$ cat src/rtl/exc_entry_pkg.sv
package exc_entry_pkg;

  typedef enum logic [2:0] {
    ST_IDLE,
    ST_DEC,
    ST_WAIT,
    ST_GAP,
    ST_SRW,
    ST_PCW,
    ST_VRD,
    ST_FETCH
  } seq_st_e;

  localparam int          LVL_W   = 4;
  localparam logic [3:0]  TOP_LVL = 4'hF;

endpackage

$ cat src/rtl/exc_prio_pick.sv
module exc_prio_pick
  import exc_entry_pkg::*;
#(
  parameter int N_SRC = 8,
  parameter int IDX_W = 4
) (
  input  logic                   nmi,
  input  logic [N_SRC-1:0]       req,
  input  logic [N_SRC*LVL_W-1:0] lvl,
  input  logic [LVL_W-1:0]       mask,
  output logic                   found,
  output logic [IDX_W-1:0]       idx,
  output logic [LVL_W-1:0]       win_lvl
);

  logic hit;

  // Scan from the top index down; ">=" lets a lower index take over on a tie.
  always_comb begin
    hit     = 1'b0;
    idx     = '0;
    win_lvl = '0;
    for (int i = N_SRC - 1; i >= 0; i--) begin
      if (req[i] && (lvl[i*LVL_W +: LVL_W] > mask) &&
          (!hit || (lvl[i*LVL_W +: LVL_W] >= win_lvl))) begin
        hit     = 1'b1;
        win_lvl = lvl[i*LVL_W +: LVL_W];
        idx     = IDX_W'(i + 1);
      end
    end
    if (nmi) begin
      idx     = '0;
      win_lvl = TOP_LVL;
    end
    found = nmi | hit;
  end

endmodule

$ cat src/rtl/exc_lat_ctr.sv
module exc_lat_ctr #(
  parameter int W = 12
) (
  input  logic         clk,
  input  logic         rst_n,
  input  logic         clr,
  input  logic         run,
  output logic [W-1:0] cnt
);

  always_ff @(posedge clk or negedge rst_n) begin
    if (!rst_n) begin
      cnt <= '0;
    end else if (clr) begin
      cnt <= W'(1);
    end else if (run && (cnt != {W{1'b1}})) begin
      cnt <= cnt + W'(1);
    end
  end

endmodule

$ cat src/rtl/exc_entry_seq.sv
module exc_entry_seq
  import exc_entry_pkg::*;
#(
  parameter int N_ON     = 4,
  parameter int N_EXT    = 4,
  parameter int XLEN     = 32,
  parameter int LAT_W    = 12,
  parameter int MASK_LSB = 4,
  parameter int VEC_NMI  = 11,
  parameter int VEC_ON   = 72,
  parameter int VEC_EXT  = 64,
  parameter int IDX_W    = $clog2(N_ON + N_EXT + 1)
) (
  input  logic                   clk,
  input  logic                   rst_n,
  input  logic                   nmi_req,
  input  logic [N_ON-1:0]        onchip_req,
  input  logic [N_ON*4-1:0]      onchip_lvl,
  input  logic [N_EXT-1:0]       ext_req,
  input  logic [N_EXT*4-1:0]     ext_lvl,
  input  logic [XLEN-1:0]        sr_in,
  input  logic [XLEN-1:0]        pc_in,
  input  logic [XLEN-1:0]        sp_in,
  input  logic [XLEN-1:0]        vbr_in,
  input  logic                   cpu_busy,
  output logic                   take,
  output logic [IDX_W-1:0]       take_src,
  output logic [XLEN-1:0]        new_sr,
  output logic [XLEN-1:0]        new_sp,
  output logic                   fetch_start,
  output logic [LAT_W-1:0]       lat_count,
  output logic                   bus_valid,
  output logic                   bus_write,
  output logic [XLEN-1:0]        bus_addr,
  output logic [XLEN-1:0]        bus_wdata,
  input  logic                   bus_ready,
  input  logic [XLEN-1:0]        bus_rdata
);

  localparam int N_M     = N_ON + N_EXT;
  localparam int GAP_PRE = 2;  // internal states before the first push
  localparam int GAP_MID = 1;  // internal state between later accesses
  localparam logic [XLEN-1:0] FIELD = XLEN'(4'hF) << MASK_LSB;

  logic [N_M-1:0]       all_req;
  logic [N_M*LVL_W-1:0] all_lvl;
  logic [LVL_W-1:0]     cur_mask;

  assign all_req  = {ext_req, onchip_req};
  assign all_lvl  = {ext_lvl, onchip_lvl};
  assign cur_mask = sr_in[MASK_LSB +: LVL_W];

  // Priority pick
  logic             found;
  logic [IDX_W-1:0] pick_idx;
  logic [LVL_W-1:0] pick_lvl;

  exc_prio_pick #(.N_SRC(N_M), .IDX_W(IDX_W)) u_pick (
    .nmi     (nmi_req),
    .req     (all_req),
    .lvl     (all_lvl),
    .mask    (cur_mask),
    .found   (found),
    .idx     (pick_idx),
    .win_lvl (pick_lvl)
  );

  // Sequencer state
  seq_st_e          st, gap_next;
  logic [1:0]       dec_cnt, gap_cnt;
  logic [IDX_W-1:0] win_idx;
  logic [LVL_W-1:0] win_lvl_q;
  logic [XLEN-1:0]  sr0, pc0, sp0, vec_addr_q, handler_q;
  logic             fetch_seen;

  // Vector number of the source being picked
  logic [7:0]      vec_num;
  logic            pick_ext;
  logic [XLEN-1:0] vec_addr;

  always_comb begin
    pick_ext = pick_idx > IDX_W'(N_ON);
    if (pick_idx == '0)
      vec_num = 8'(VEC_NMI);
    else if (!pick_ext)
      vec_num = 8'(VEC_ON + int'(pick_idx) - 1);
    else
      vec_num = 8'(VEC_EXT + int'(pick_idx) - N_ON - 1);
    vec_addr = vbr_in + (XLEN'(vec_num) << 2);
  end

  // Recheck of the held winner against the live inputs
  logic             chk_req;
  logic [LVL_W-1:0] chk_lvl;
  logic             still_ok;

  always_comb begin
    chk_req = 1'b0;
    chk_lvl = '0;
    for (int i = 0; i < N_M; i++) begin
      if (win_idx == IDX_W'(i + 1)) begin
        chk_req = all_req[i];
        chk_lvl = all_lvl[i*LVL_W +: LVL_W];
      end
    end
    still_ok = (win_idx == '0) || (chk_req && (chk_lvl > cur_mask));
  end

  logic last_dec;
  assign last_dec = (st == ST_DEC) && (dec_cnt == 2'd1);
  assign take     = last_dec && still_ok;
  assign take_src = win_idx;

  always_ff @(posedge clk or negedge rst_n) begin
    if (!rst_n) begin
      st         <= ST_IDLE;
      gap_next   <= ST_IDLE;
      dec_cnt    <= '0;
      gap_cnt    <= '0;
      win_idx    <= '0;
      win_lvl_q  <= '0;
      sr0        <= '0;
      pc0        <= '0;
      sp0        <= '0;
      vec_addr_q <= '0;
      handler_q  <= '0;
      fetch_seen <= 1'b0;
      new_sr     <= '0;
      new_sp     <= '0;
    end else begin
      unique case (st)
        ST_IDLE: begin
          if (found) begin
            win_idx    <= pick_idx;
            win_lvl_q  <= pick_lvl;
            vec_addr_q <= vec_addr;
            dec_cnt    <= pick_ext ? 2'd2 : 2'd1;
            st         <= ST_DEC;
          end
        end
        ST_DEC: begin
          if (dec_cnt == 2'd1) begin
            if (still_ok) begin
              sr0      <= sr_in;
              pc0      <= pc_in;
              sp0      <= sp_in;
              new_sr   <= (sr_in & ~FIELD) | (XLEN'(win_lvl_q) << MASK_LSB);
              new_sp   <= sp_in - XLEN'(8);
              gap_cnt  <= 2'(GAP_PRE);
              gap_next <= ST_SRW;
              st       <= cpu_busy ? ST_WAIT : ST_GAP;
            end else begin
              st <= ST_IDLE;
            end
          end else begin
            dec_cnt <= dec_cnt - 2'd1;
          end
        end
        ST_WAIT: begin
          if (!cpu_busy) st <= ST_GAP;
        end
        ST_GAP: begin
          if (gap_cnt == 2'd1) st <= gap_next;
          else                 gap_cnt <= gap_cnt - 2'd1;
        end
        ST_SRW: begin
          if (bus_ready) begin
            gap_cnt  <= 2'(GAP_MID);
            gap_next <= ST_PCW;
            st       <= ST_GAP;
          end
        end
        ST_PCW: begin
          if (bus_ready) begin
            gap_cnt  <= 2'(GAP_MID);
            gap_next <= ST_VRD;
            st       <= ST_GAP;
          end
        end
        ST_VRD: begin
          if (bus_ready) begin
            handler_q <= bus_rdata;
            gap_cnt   <= 2'(GAP_MID);
            gap_next  <= ST_FETCH;
            st        <= ST_GAP;
          end
        end
        ST_FETCH: begin
          fetch_seen <= 1'b1;
          if (bus_ready) begin
            fetch_seen <= 1'b0;
            st         <= ST_IDLE;
          end
        end
        default: st <= ST_IDLE;
      endcase
    end
  end

  // Bus request decode
  always_comb begin
    bus_valid = 1'b0;
    bus_write = 1'b0;
    bus_addr  = '0;
    bus_wdata = '0;
    unique case (st)
      ST_SRW: begin
        bus_valid = 1'b1;
        bus_write = 1'b1;
        bus_addr  = sp0 - XLEN'(4);
        bus_wdata = sr0;
      end
      ST_PCW: begin
        bus_valid = 1'b1;
        bus_write = 1'b1;
        bus_addr  = sp0 - XLEN'(8);
        bus_wdata = pc0;
      end
      ST_VRD: begin
        bus_valid = 1'b1;
        bus_addr  = vec_addr_q;
      end
      ST_FETCH: begin
        bus_valid = 1'b1;
        bus_addr  = handler_q;
      end
      default: ;
    endcase
  end

  assign fetch_start = (st == ST_FETCH) && !fetch_seen;

  exc_lat_ctr #(.W(LAT_W)) u_lat (
    .clk   (clk),
    .rst_n (rst_n),
    .clr   ((st == ST_IDLE) && found),
    .run   ((st != ST_IDLE) && (st != ST_FETCH)),
    .cnt   (lat_count)
  );

endmodule

$ cat config.mk
export PLATFORM = sky130hd
export DESIGN_NAME = exc_entry_seq
export DESIGN_NICKNAME = d
export VERILOG_FILES = /design/src/rtl/exc_entry_pkg.sv /design/src/rtl/exc_prio_pick.sv /design/src/rtl/exc_lat_ctr.sv /design/src/rtl/exc_entry_seq.sv
export SDC_FILE = /design/constraint.sdc
export NUM_CORES = 1
export LEC_CHECK = 0
export BUFFER_PORTS_ARGS = -buffer_cell sky130_fd_sc_hd__buf_4
export CAP_MARGIN = 20
export CORE_MARGIN = 1
export CORE_UTILIZATION = 25
export CTS_BUF_LIST = sky130_fd_sc_hd__clkbuf_16
export DETAILED_ROUTE_END_ITERATION = 8
export GPL_TIMING_DRIVEN = 0
export MAX_ROUTING_LAYER = met4
export PLACE_DENSITY = 0.42
export SYNTH_ARGS = -nofsm -noshare
export SYNTH_HDL_FRONTEND = slang
export SYNTH_SLANG_ARGS = --single-unit
$ cat constraint.sdc
create_clock -name clk -period 3.7 [get_ports clk]
set_input_delay 0.37 -clock clk [delete_from_list [all_inputs] [get_ports clk]]
set_output_delay 0.37 -clock clk [all_outputs]
set_load 0.01 [all_outputs]
* Yosys cells after proc, flatten, opt, wreduce, memory -nomap -nowiden
Cells that the tools add are included.
** Storage, ports and cells
- Flip-flop bits (word level) :: 255
- Latch bits :: 0
- Bits in writable memories :: 0
- Bits in read-only memories :: 0
- Input bits :: 205
- Output and inout bits :: 148
- Word-level logic and storage cells :: 208
- Memories :: 0
** Operators by class
- $add $sub $neg :: 12
- Multipliers :: 0
- Div/mod/pow operators :: 0
- $lt $le $gt $ge :: 17
- Equality and inequality tests :: 31
- Shift-type cells :: 0
- Multiplexer cells :: 75
- Bitwise gates (word level) :: 2
- Reductions and logical operators :: 56
** Operator list (count)
- $pmux 32 s4 :: 1
- $mux 4 :: 26
- $pmux 32 s2 :: 1
- $sub 32x4->32 const B :: 2
- $gt 4x4->1 :: 9
- $mux 3 :: 11
- $add 32x10->32 :: 1
- $or 32x8->32 :: 1
- $sub 32x3->32 const B :: 1
- $ge 4x4->1 :: 7
- $mux 12 :: 2
- $logic_and 1x1->1 :: 22
- $mux 1 :: 20
- $ne 2x2->1 const B :: 10
- $pmux 3 s6 :: 1
- $add 7x4->8 const A :: 2
- $eq 4x3->1 const B :: 4
- $mux 2 :: 8
- $mux 8 :: 2
- $add 12x1->12 const B :: 1
- $eq 3x3->1 const B :: 4
- $ne 12x12->1 const B :: 1
- $pmux 3 s4 :: 1
- $reduce_and 6->1 :: 2
- 29 further kinds :: 53

* Depth between registers and ports, before layout
Gate-level depths: netlist (run 1).
- Word-level depth :: 38
- Gate-level depth with buffers :: 77
- Mapped depth without buffers :: 74

* Cells and area by module
From an unflattened synthesis (run 1), not the netlist that was laid out.
** Unflattened totals
- Cells, all modules :: 1475
- Area, all modules :: 14482.6 um^2
** Modules (own cells, without submodules)
- exc_entry_seq :: times used 1, cells an instance 1152, area each 11757.5 um^2, sequential area each 5305.1 um^2
- exc_prio_pick :: times used 1, cells an instance 253, area each 2008.2 um^2, sequential area each 0.0 um^2
- exc_lat_ctr :: times used 1, cells an instance 70, area each 716.9 um^2, sequential area each 300.3 um^2

* Worst setup path after synthesis (run 1)
Ideal clock, no wire load.
- Path type :: input to register
- From :: input sr_in[5]
- To :: register vec_addr_q[27]
- Setup time :: 0.123 ns
- Arrival :: 13.691 ns
- Data required time :: 3.577 ns
- Slack :: -10.114 ns
- Stages on the path :: 73
- Path buffers :: 4
- Path through :: inv_1 > ha_1 > nor2b_1 > o211a_1 > o21ai_2 > nor2_1 > ha_1 > nand2b_1 > a21oi_1 > o21ai_0 > o21a_1 > clkbuf_1 > a22o_1 > ha_1 > nand2b_1 > a21o_1 > a211o_1 > a22o_1 > [37 not listed] > a21oi_1 > o2bb2ai_2 > a21o_1 > nand2_1 > ha_1 > inv_1 > nand2_1 > mux2_2 > o31ai_1 > ha_1 > a21oi_1 > nand2b_1 > a21oi_1 > o41ai_2 > nor3b_1 > nand3_1 > xor2_1 > o21ai_1
** Between the ends
- Word-level cells in the longest chain between the ends :: 38
- Elaborated cells on any way between the ends :: 80
** RTL lines
- start: declaration :: RTL line exc_entry_seq.sv:21 : input logic [XLEN-1:0] sr_in,
- $gt 4x4->1 :: RTL line exc_prio_pick.sv:24 : if (req[i] && (lvl[i*LVL_W +: LVL_W] > mask) &&
- $logic_and 1x1->1 :: RTL line exc_prio_pick.sv:24
- $mux 4 / $mux 1 (equally long branches) :: RTL line exc_prio_pick.sv:24
- $ge 4x4->1 / $logic_not 1->1 (equally long branches) :: RTL line exc_prio_pick.sv:25 : (!hit || (lvl[i*LVL_W +: LVL_W] >= win_lvl))) begin
- $logic_or 1x1->1 :: RTL line exc_prio_pick.sv:25
- $logic_and 1x1->1 :: RTL line exc_prio_pick.sv:24
- $mux 4 / $mux 1 (equally long branches) :: RTL line exc_prio_pick.sv:24
- $ge 4x4->1 / $logic_not 1->1 (equally long branches) :: RTL line exc_prio_pick.sv:25
- [22 not listed]
- $mux 4 :: RTL line exc_prio_pick.sv:24
- $mux 4 :: RTL line exc_prio_pick.sv:31 : if (nmi) begin
- $add 7x4->8 :: RTL line exc_entry_seq.sv:88 : vec_num = 8'(VEC_EXT + int'(pick_idx) - N_ON - 1);
- $sub 8x3->8 :: RTL line exc_entry_seq.sv:88
- $sub 8x2->8 :: RTL line exc_entry_seq.sv:88
- $mux 8 :: RTL line exc_entry_seq.sv:85 : else if (!pick_ext)
- $mux 8 :: RTL line exc_entry_seq.sv:83 : if (pick_idx == '0)
- $add 32x10->32 :: RTL line exc_entry_seq.sv:89 : vec_addr = vbr_in + (XLEN'(vec_num) << 2);
- end signal: assignment :: RTL line exc_entry_seq.sv:136 : vec_addr_q <= vec_addr;
- end: declaration :: RTL line exc_entry_seq.sv:73 : logic [XLEN-1:0] sr0, pc0, sp0, vec_addr_q, handler_q;
Several ways; a longest one is shown, not always the timed one.
A chain may end at the register's enable or synchronous reset.

* Worst setup path after layout (run 1)
- From :: input sr_in[5]
- To :: register vec_addr_q[15]
Same word-level chain as after synthesis.

==> results of run 1 <==
## area by class of cell
cell class / instances / area share
Buffer: 106 / 0.0310
Clock buffer: 31 / 0.0355
Inverter: 36 / 0.00728
Timing Repair Buffer: 550 / 0.204
Antenna cell: 3 / 0.000344
Tap cell: 756 / 0.0433
Multi-Input combinational cell: 1279 / 0.413
Sequential cell: 224 / 0.257
Clock inverter: 23 / 0.00825
## sequential cells by signal (all words and copies together), names as in the netlist, 4 cells and up
register and flops:
handler_q 32, new_sp 32, new_sr 32, pc0 32, sp0 29, sr0 4, take_src 4, u_lat.cnt 12
vec_addr_q 32, win_lvl_q 4
## cells in the mapped netlist, types with 10 or more instances
cell type	number
nor2b_1	12
buf_2	16
o21ai_0	74
a21oi_1	40
o21ai_1	15
inv_1	34
nand4_1	12
nor3_1	24
buf_4	39
a211oi_1	24
nand3_1	19
and3_1	16
dfrtp_1	224
clkbuf_1	45
a21o_1	24
mux2i_1	74
mux2_2	43
nor4_1	10
ha_1	80
nor2_1	123
o21a_1	13
xor2_1	45
nand2_1	432
a22oi_1	13
xnor2_1	42
nand2b_1	14
## layer usage
layer / global-route usage / routed length [um] / share of wire / vias up
met5: - / 0 / 0 / -
met4: 0.0661 / 2050 / 0.034 / 0
met3: 0.0284 / 2540 / 0.042 / 113
met2: 0.325 / 27700 / 0.46 / 398
met1: 0.264 / 27400 / 0.46 / 6775
li1: - / - / - / 6817
## power by group through the flow
stage                     Combinational [mW]  Clock, mW  Sequential, mW
final                                   7.52       2.86            4.47
after global routing                    8.26       3.04            4.60
after CTS                               7.30       2.95            4.45
after detailed placement                6.53          0            4.46
after global placement                  6.47          0            4.43
after floorplan                         4.10          0            4.20
## final timing paths
kind                       slack, ps  cells after the start                         end                     from
min                               40                      3      new_sr[13]$_DFFE_PN0P_                sr_in[13]
max reg2reg                      200                     16         pc0[29]$_DFFE_PN0P_  take_src[0]$_DFFE_PN0P_
max in group asynchronous       2450                      3    u_lat.cnt[0]$_DFFE_PN0P_                    rst_n
min reg2reg                      470                      2         pc0[26]$_DFFE_PN0P_      pc0[26]$_DFFE_PN0P_
max                            -9270                     74  vec_addr_q[15]$_DFFE_PN0P_                 sr_in[5]
min in group asynchronous        350                      2         pc0[20]$_DFFE_PN0P_                    rst_n
## cell families after synthesis
logic type,after synthesis
mux,118
simple gates,710
flops,224
buf+inv,148
fa+ha+maj,81
compound gates,283
xor+xnor,87
## worst register-to-register path: cells and delay by family, from the launching register on
family	cells	cell delay, ps
fa+ha+maj	1	270
compound gates	6	980
buf+inv	4	830
simple gates	5	940
flops	1	460
## per-stage QoR
step | hold slack, ps | util | power (mW) | TNS [ps] | cells
after CTS | 10.1 | 0.374 | 14.7 | -344980 | 2979
after floorplan | 74.4 | - | 8.30 | -341790 | 1651
after detailed placement | 371 | 0.323 | 11.0 | -519630 | 2759
after global routing | 25.3 | 0.384 | 15.9 | -360650 | 3008
after global placement | 455 | 0.321 | 10.9 | -508990 | 2757
final | 35.5 | 0.384 | 14.9 | -343400 | 3008
## repair_timing
action | CTS | global route
buffers inserted | 120 | 33
pin swaps | 76 | 96
resized for setup | 134 | 95
cloned | 0 | 0
endpoints found under the hold margin | 127 | 0
hold buffers | 64 | 0
endpoints found under the setup margin | 225 | 172
==> metrics.txt, run 1 <==
status=finished, violations left; failing checks=setup timing; Pwr Density=680 mW/mm^2; final max-slew violation count=0; DR WL/cell=19.9 um; most common flop cell mapped by yosys=dfrtp_1; synthesized flop and latch total=224; largest cells by area after synthesis=dfrtp_1 39%, nand2_1 11%, ha_1 6.9%; Skew-Pair Late Insertion Delay=570 ps; P_sw=6.07 mW; DP Area=0.0183 sq mm; Switching Fraction=0.409; Via density=4.69; Slew @ Worst Pin=1030 ps; maximum clock insertion buffer count=3; Setup crit start kind=primary input; DIE WIDTH=243 um; critical path required time=4110 ps; CP max-delay cell=a222oi_1; cell accounting for the most synthesized area=dfrtp_1; synthesized area=0.0145 sq mm; dpl ws=-11440 ps; HPWL after DPL=44.5 mm; most frequent cells in the layout=492 x buf_4, 419 x nand2_1, 216 x dfrtp_1, 111 x nor2_1, 73 x mux2i_1; ys async rst share=1.00; P_int=8.78 mW; largest net degree at the start of global routing=82; nets=2513; vias in the first global route=14400; Std-Cell Core Area=0.0568 sq mm; Synth Warn #=0; Tcrit/Tclk final=3.50; H-tree levels=1; Fillers=5785; Vias=14100; multi-input logic area=0.00902 sq mm; worst vdd ir=0.366 mV; Die ar.=0.0588 sq mm; Clk pwr share=0.193; area delta synth->final=50.9%; root buf cell=clkbuf_16; fmax=77.1 MHz; critical path class=primary input to register; DIE HEIGHT=243 um; CP top delay family=compound AO/OA/AOI/OAI gates; setup violators final=41; unrepaired setup endpoints after global routing=yes; IO Pins=353; CTS tree=built; Initial Util=0.255; gr ovfl total=0; Clock Skew=21.6 ps; DR iter-0 viols=736; Detailed Route WL=59.7 mm; WP buf/inv=10; combinational power share=0.506; Crit Path Max Fanout=6; CTS sink cnt=224; top cell type's share of synthesized area=0.387; Post-synth EDFFs=0; most common cell after layout, fill and taps aside=buf_4; Sequential Power Share=0.301; TritonCTS buffer count=30; post-synthesis adder-cell area fraction=0.0706; multiplexer share of the synthesized area=0.0862; antenna violations before repair=4; Mapped Cells=1651; Post-Synthesis Net Count=1937; Mean Syn Cell Area=8.76 sq um; worst setup margin=-9270 ps; final hold vios=0; DRC viols=0; CP most frequent cell=a21o_1; Max-slew headroom=0.315; worst min path class=primary input to register; max incr delay on CP=510 ps; Cell variety after synth=82; CP Data Arrival Time=13380 ps; fin area=0.0218 sq mm; first-pass GRT wire length=89.4 mm; post-route ant nets=0; std cell rows=87; sequential area share after synthesis=0.387; area fraction in compound gates after synthesis=0.136; LEAKAGE=10.6 nW; crit end category=register; First-pass DRT Iterations=5; Synth Area in XOR/XNOR=0.0527; GRT Overall Usage=0.203; FF+latch area=0.00562 sq mm; largest family of logic cells by synthesized area=simple AND/OR/NAND/NOR gates; min cycle time layout=12970 ps; simple-gate share of the synthesized area=0.215; I/O Buffers=350; clk slew on worst S/H paths=60 ps; Max-Cap Viols=0; GP Congestion=0.865; layout cells sized above 1=0.365
Note: power is estimated with default switching activity, not from simulation.
==> run 2, diff against run 1 <==
Settings changed: SYNTH_HIERARCHICAL set to 1.
==> metrics.txt, run 2 <==
CP Data Arrival Time=12470 ps (was 13380 ps); Die ar.=0.0589 sq mm (was 0.0588 sq mm); Setup crit start kind=primary input (unchanged); Fillers=5779 (was 5785); max incr delay on CP=330 ps (was 510 ps); multiplexer share of the synthesized area=0.117 (was 0.0862); worst min path class=primary input to register (unchanged); Slew @ Worst Pin=1040 ps (was 1030 ps); LEAKAGE=9.35 nW (was 10.6 nW); crit end category=register (unchanged); CP max-delay cell=mux2_4 (was a222oi_1); Total Power=14.5 mW (was 14.9 mW); failing checks=setup timing (unchanged); total negative slack=-310420 ps (was -343400 ps); Tcrit/Tclk final=3.25 (was 3.50); largest net degree at the start of global routing=96 (was 82); critical path required time=4140 ps (was 4110 ps); worst vdd ir=0.337 mV (was 0.366 mV); largest family of logic cells by synthesized area=compound AO/OA/AOI/OAI gates (was simple AND/OR/NAND/NOR gates); DIE HEIGHT=243 um (about the same); CTS tree=built (unchanged); area delta synth->final=45.2% (was 50.9%); Vias=13300 (was 14100); TritonCTS buffer count=29 (was 30); final max-slew violation count=0 (unchanged); min cycle time layout=12020 ps (was 12970 ps); Mean Syn Cell Area=9.82 sq um (was 8.76 sq um); fin area=0.0210 sq mm (was 0.0218 sq mm); DRC viols=0 (unchanged); clk slew on worst S/H paths=60 ps (about the same); unrepaired setup endpoints after global routing=yes (unchanged); root buf cell=clkbuf_16 (unchanged); DP Area=0.0184 sq mm (was 0.0183 sq mm); vias in the first global route=13700 (was 14400); HPWL after DPL=43.5 mm (was 44.5 mm); IO Pins=353 (unchanged); WP buf/inv=11 (was 10); Post-synth EDFFs=0 (unchanged); First-pass DRT Iterations=5 (unchanged); std cell rows=87 (unchanged); worst setup margin=-8320 ps (was -9270 ps); Clock Skew=17.2 ps (was 21.6 ps); sequential area share after synthesis=0.387 (about the same); DIE WIDTH=243 um (about the same); most frequent cells in the layout=453 x buf_4, 221 x dfrtp_1, 156 x nand2_1, 97 x mux2_2, 64 x nor2_1 (was 492 x buf_4, 419 x nand2_1, 216 x dfrtp_1, 111 x nor2_1, 73 x mux2i_1); Post-Synthesis Net Count=1760 (was 1937); Reg2Reg Setup Slack=190 ps (was 200 ps); maximum clock insertion buffer count=3 (unchanged); final hold vios=0 (unchanged); layout cells sized above 1=0.405 (was 0.365); status=finished, violations left (unchanged); setup violators final=41 (unchanged); Max-Cap Viols=0 (unchanged); Skew-Pair Late Insertion Delay=580 ps (was 570 ps); CTS sink cnt=224 (unchanged); post-synthesis adder-cell area fraction=0.0696 (was 0.0706); cell accounting for the most synthesized area=dfrtp_1 (unchanged); Synth Area in XOR/XNOR=0.0466 (was 0.0527); DR iter-0 viols=540 (was 736); Via density=4.81 (was 4.69); Pwr Density=690 mW/mm^2 (was 680 mW/mm^2); top post-synthesis cells by count=224 x dfrtp_1, 162 x nand2_1, 100 x o21ai_0 (was 432 x nand2_1, 224 x dfrtp_1, 123 x nor2_1); fmax=83.2 MHz (was 77.1 MHz); Detailed Route WL=56.2 mm (was 59.7 mm); largest cells by area after synthesis=dfrtp_1 39%, mux2_2 7.6%, ha_1 6.8% (was dfrtp_1 39%, nand2_1 11%, ha_1 6.9%); simple-gate share of the synthesized area=0.157 (was 0.215); most common flop cell mapped by yosys=dfrtp_1 (unchanged); Mapped Cells=1475 (was 1651); GRT Overall Usage=0.192 (was 0.203); antenna violations before repair=5 (was 4); post-route ant nets=0 (unchanged); I/O Buffers=351 (was 350); Synth Warn #=6 (was 0); gr ovfl total=0 (unchanged); area fraction in compound gates after synthesis=0.167 (was 0.136); Std-Cell Core Area=0.0568 sq mm (unchanged); top cell type's share of synthesized area=0.387 (about the same); most common cell after layout, fill and taps aside=buf_4 (unchanged); critical path class=primary input to register (unchanged); Crit Path Max Fanout=5 (was 6); Cell variety after synth=96 (was 82); nets=2261 (was 2513); Max-slew headroom=0.301 (was 0.315); CP top delay family=compound AO/OA/AOI/OAI gates (unchanged); H-tree levels=1 (unchanged); synthesized area=0.0145 sq mm (about the same); count leader, synth=dfrtp_1 (was nand2_1); CP most frequent cell=a21o_1 (unchanged); ys async rst share=1.00 (unchanged); GP Congestion=0.889 (was 0.865); synthesized flop and latch total=224 (unchanged); first-pass GRT wire length=84.8 mm (was 89.4 mm); DR WL/cell=20.3 um (was 19.9 um); Initial Util=0.255 (about the same)
==> run 2: cell types whose count changed after synthesis, moves of 13 or more <==
| cell | previous run | this run |
|---|---|---|
| mux2i_1 | 74 | 11 |
| mux2_2 | 43 | 98 |
| mux2_1 | 0 | 34 |
| o21ai_0 | 74 | 100 |
| a22o_1 | 4 | 32 |
| nand2_1 | 432 | 162 |
| a211oi_1 | 24 | 11 |
| nand3_1 | 19 | 33 |
| nand4_1 | 12 | 28 |
| nor2_1 | 123 | 74 |
==> run 2: kinds of logic after synthesis <==
| logic type | after synthesis |
|---|---|
| simple gates | 444 |
| compound gates | 348 |
| flops | 224 |
| buf+inv | 152 |
| mux | 149 |
| fa+ha+maj | 80 |
| xor+xnor | 77 |
| other cells | 1 |
==> run 2: per-layer routing <==
layer  routed length [um]  vias to the layer above  GRT usage
li1                     -                     6387          -
met4                 1550                        0     0.0555
met1                24900                     6454      0.238
met3                 3740                       77     0.0446
met2                25900                      368      0.309
met5                    0                        -          -
==> run 2: final cells by class <==
cell class / instances / area (sq um) / share of cell area
sequential: 224 / 5610 / 0.267
clock buffer: 29 / 726 / 0.0345
clock inverter: 25 / 161 / 0.00767
tap: 756 / 946 / 0.0450
antenna: 5 / 12.5 / 0.000595
multi-input combinational: 1099 / 8930 / 0.425
buffer: 103 / 676 / 0.0321
timing repair buffer: 473 / 3770 / 0.179
inverter: 46 / 191 / 0.00910
==> run 2: worst paths after layout <==
kind	startpoint	to	cells after the start
min reg2reg	gap_next[2]$_DFFE_PN0P_	gap_next[2]$_DFFE_PN0P_	1
min	bus_rdata[5]	handler_q[5]$_DFFE_PN0P_	2
max in group asynchronous	rst_n	win_lvl_q[2]$_DFFE_PN0P_	3
max reg2reg	take_src[2]$_DFFE_PN0P_	new_sr[3]$_DFFE_PN0P_	14
min in group asynchronous	rst_n	new_sp[24]$_DFFE_PN0P_	2
max	sr_in[5]	vec_addr_q[11]$_DFFE_PN0P_	70
==> run 2: report_power, final <==
group,internal (mW),switching (mW),total (mW)
clock,1.50,1.15,2.65
sequential,3.61,0.971,4.58
combinational,3.62,3.67,7.29
==> run 2: metrics by stage <==
step	setup slack, ps	util	instances	hold WS, ps
global route	-8900	0.370	2759	5.68
detailed placement	-10120	0.324	2584	348
floorplan	-8290	-	1475	74.4
CTS	-8170	0.363	2740	0.415
global placement	-10070	0.323	2582	443
finish	-8320	0.370	2760	32.7
==> run 2: timing repair <==
action,4_1_cts,5_1_grt
hold endpoints to repair,96,0
buffers inserted,60,20
gates cloned,3,0
pin swaps,86,61
resized for setup,106,75
setup endpoints to repair,223,74
hold buffers,41,0
==> run 3, diff against run 2 <==
Settings changed: BUFFER_PORTS_ARGS -buffer_cell sky130_fd_sc_hd__buf_4 to -buffer_cell sky130_fd_sc_hd__buf_2, CTS_CLUSTER_SIZE set to 20.
==> metrics.txt, run 3 (same netlist as run 2, synthesis figures left out) <==
status=finished, violations left (unchanged); failing checks=setup timing (unchanged); antenna violations before repair=14 (was 5); HPWL after DPL=42.6 mm (was 43.5 mm); P_sw=5.59 mW (was 5.79 mW); Vias=13100 (was 13300); vias in the first global route=13200 (was 13700); Skew-Pair Late Insertion Delay=560 ps (was 580 ps); Reg2Reg Setup Slack=270 ps (was 190 ps); crit end category=register (unchanged); most common cell after layout, fill and taps aside=buf_2 (was buf_4); area delta synth->final=35.6% (was 45.2%); DIE HEIGHT=243 um (unchanged); post-route ant nets=0 (unchanged); largest net degree at the start of global routing=94 (was 96); dpl ws=-10230 ps (was -10120 ps); H-tree levels=1 (unchanged); worst hold stages=2 (unchanged); multi-input logic area=0.00882 sq mm (was 0.00893 sq mm); GRT Overall Usage=0.185 (was 0.192); GP Congestion=0.897 (was 0.889); fin area=0.0196 sq mm (was 0.0210 sq mm); Clock Skew=24.2 ps (was 17.2 ps); worst min path class=primary input to register (unchanged); Slew @ Worst Pin=822 ps (was 1040 ps); most frequent cells in the layout=353 x buf_2, 221 x dfrtp_1, 156 x nand2_1, 98 x buf_4, 97 x mux2_2 (was 453 x buf_4, 221 x dfrtp_1, 156 x nand2_1, 97 x mux2_2, 64 x nor2_1); Die ar.=0.0589 sq mm (unchanged); I/O Buffers=351 (unchanged); fmax=82.9 MHz (was 83.2 MHz); Min Hold Slack=33.8 ps (was 32.7 ps); CP most frequent cell=a21o_1 (unchanged); critical path required time=4100 ps (was 4140 ps); hold_sp=sr_in[19] (was bus_rdata[5]); First-pass DRT Iterations=6 (was 5); Initial Util=0.255 (unchanged); setup violators final=55 (was 41); worst vdd ir=0.325 mV (was 0.337 mV); Tcrit/Tclk final=3.26 (was 3.25); gr ovfl total=0 (unchanged); RR Endpoint=new_sr[5]$_DFFE_PN0P_ (was new_sr[3]$_DFFE_PN0P_); Crit Path Max Fanout=8 (was 5); maximum clock insertion buffer count=3 (unchanged); Sequential Power Share=0.330 (was 0.315); Setup crit start kind=primary input (unchanged); r2r startpoint=take_src[2]$_DFFE_PN0P_ (unchanged); root buf cell=clkbuf_16 (unchanged); final max-slew violation count=0 (unchanged); CP max-delay cell=a211oi_4 (was mux2_4); std cell rows=87 (unchanged); critical path class=primary input to register (unchanged); DR WL/cell=20.0 um (was 20.3 um); layout cells sized above 1=0.402 (was 0.405); IO Pins=353 (unchanged); max incr delay on CP=330 ps (about the same); Std-Cell Core Area=0.0568 sq mm (unchanged); TritonCTS buffer count=28 (was 29); first-pass GRT wire length=82.4 mm (was 84.8 mm); hold path endpoint=new_sr[19]$_DFFE_PN0P_ (was handler_q[5]$_DFFE_PN0P_); Via density=4.81 (about the same); LEAKAGE=8.92 nW (was 9.35 nW); DRC viols=0 (unchanged); DIE WIDTH=243 um (unchanged); Clk pwr share=0.182 (about the same); CP Data Arrival Time=12460 ps (was 12470 ps); FF-to-FF path depth=16 (was 14); FF+latch area=0.00561 sq mm (unchanged); final hold vios=0 (unchanged); WP buf/inv=11 (unchanged); worst setup margin=-8360 ps (was -8320 ps); Pwr Density=701 mW/mm^2 (was 690 mW/mm^2); Switching Fraction=0.406 (was 0.399); Max-Cap Viols=0 (unchanged); DP Area=0.0175 sq mm (was 0.0184 sq mm); nets=2219 (was 2261); CTS tree=built (unchanged); DR iter-0 viols=752 (was 540); Detailed Route WL=54.6 mm (was 56.2 mm); CP top delay family=compound AO/OA/AOI/OAI gates (unchanged); CTS sink cnt=224 (unchanged); combinational power share=0.487 (was 0.502); Fillers=5901 (was 5779); clk slew on worst S/H paths=60 ps (about the same); min cycle time layout=12060 ps (was 12020 ps); unrepaired setup endpoints after global routing=yes (unchanged); P_int=8.19 mW (was 8.72 mW); Max-slew headroom=0.452 (was 0.301)
[run 3: changes by cell type in the layout (fill, tap and decap cells not counted), sizes merged]
cell / before / now
clkinv: 15 / 18
dlygate4sd3: 41 / 9
buf: 493 / 487
clkbuf: 71 / 66
diode: 5 / 12
clkinvlp: 4 / 3
dlymetal6s2s: 0 / 1
inv: 51 / 47
[run 3: how the worst max path moves through the flow]
stage                     slack, ps                    endpoint  cells after the start      from
after floorplan               -8290  vec_addr_q[31]$_DFFE_PN0P_                     70  sr_in[5]
after global placement       -10040  vec_addr_q[31]$_DFFE_PN0P_                     71  sr_in[5]
after detailed placement     -10230  vec_addr_q[31]$_DFFE_PN0P_                     69  sr_in[5]
after CTS                     -8310  vec_addr_q[31]$_DFFE_PN0P_                     73  sr_in[5]
after global routing          -8870  vec_addr_q[13]$_DFFE_PN0P_                     72  sr_in[5]
final                         -8360  vec_addr_q[31]$_DFFE_PN0P_                     72  sr_in[5]
[run 3: cell type report]
class                   instances  share of cell area
multi-input cells            1099               0.449
flip-flops and latches        224               0.286
repair buffers                432               0.128
well taps                     756              0.0482
clock buffers                  28              0.0357
plain buffers                 103              0.0353
inverters                      46             0.00975
clock inverters                23             0.00701
diodes                         12             0.00153
[run 3: repair_timing]
item | in CTS | in global routing
pin swaps | 80 | 69
hold buffers | 9 | 0
resized for setup | 96 | 55
hold endpoints to repair | 64 | 0
gates cloned | 2 | 0
endpoints found under the setup margin | 211 | 71
setup buffers | 52 | 19
[run 3: worst register-to-register path, cell delays in order, from the launching register on]
cell and delay [ps]:
dfrtp_1 370, buf_6 130, nor2b_4 200, nand2_1 90
a21oi_2 130, a31oi_1 70, o22ai_2 200, o221a_2 240
ha_4 210, nor2b_1 120, o211ai_1 250, a211oi_2 140
a31oi_4 270, buf_8 150, buf_4 190, buf_6 220
mux2_1 350
[run 3: power groups by stage]
stage	Sequential, mW	Clock (mW)	Combinational, mW
detailed placement	4.55	0	6.20
global placement	4.52	0	6.15
floorplan	4.31	0	4.10
global route	4.70	2.71	7.38
CTS	4.52	2.60	6.64
finish	4.55	2.51	6.71
[run 3: through the flow]
stage          utilization  std cells  power [mW]  TNS [ps]
6_report             0.346       2723        13.8   -316750
5_1_grt              0.346       2721        14.8   -338260
4_1_cts              0.340       2696        13.8   -311500
3_5_place_dp         0.308       2584        10.8   -467840
3_3_place_gp         0.307       2582        10.7   -914050
2_1_floorplan            -       1475        8.41   -309850
[run 3: layer usage]
| metal | GRT usage | part of all wire |
|---|---|---|
| met2 | 0.299 | 0.47 |
| met4 | 0.0374 | 0.018 |
| met3 | 0.0352 | 0.054 |
| met1 | 0.241 | 0.46 |
| met5 | - | 0 |
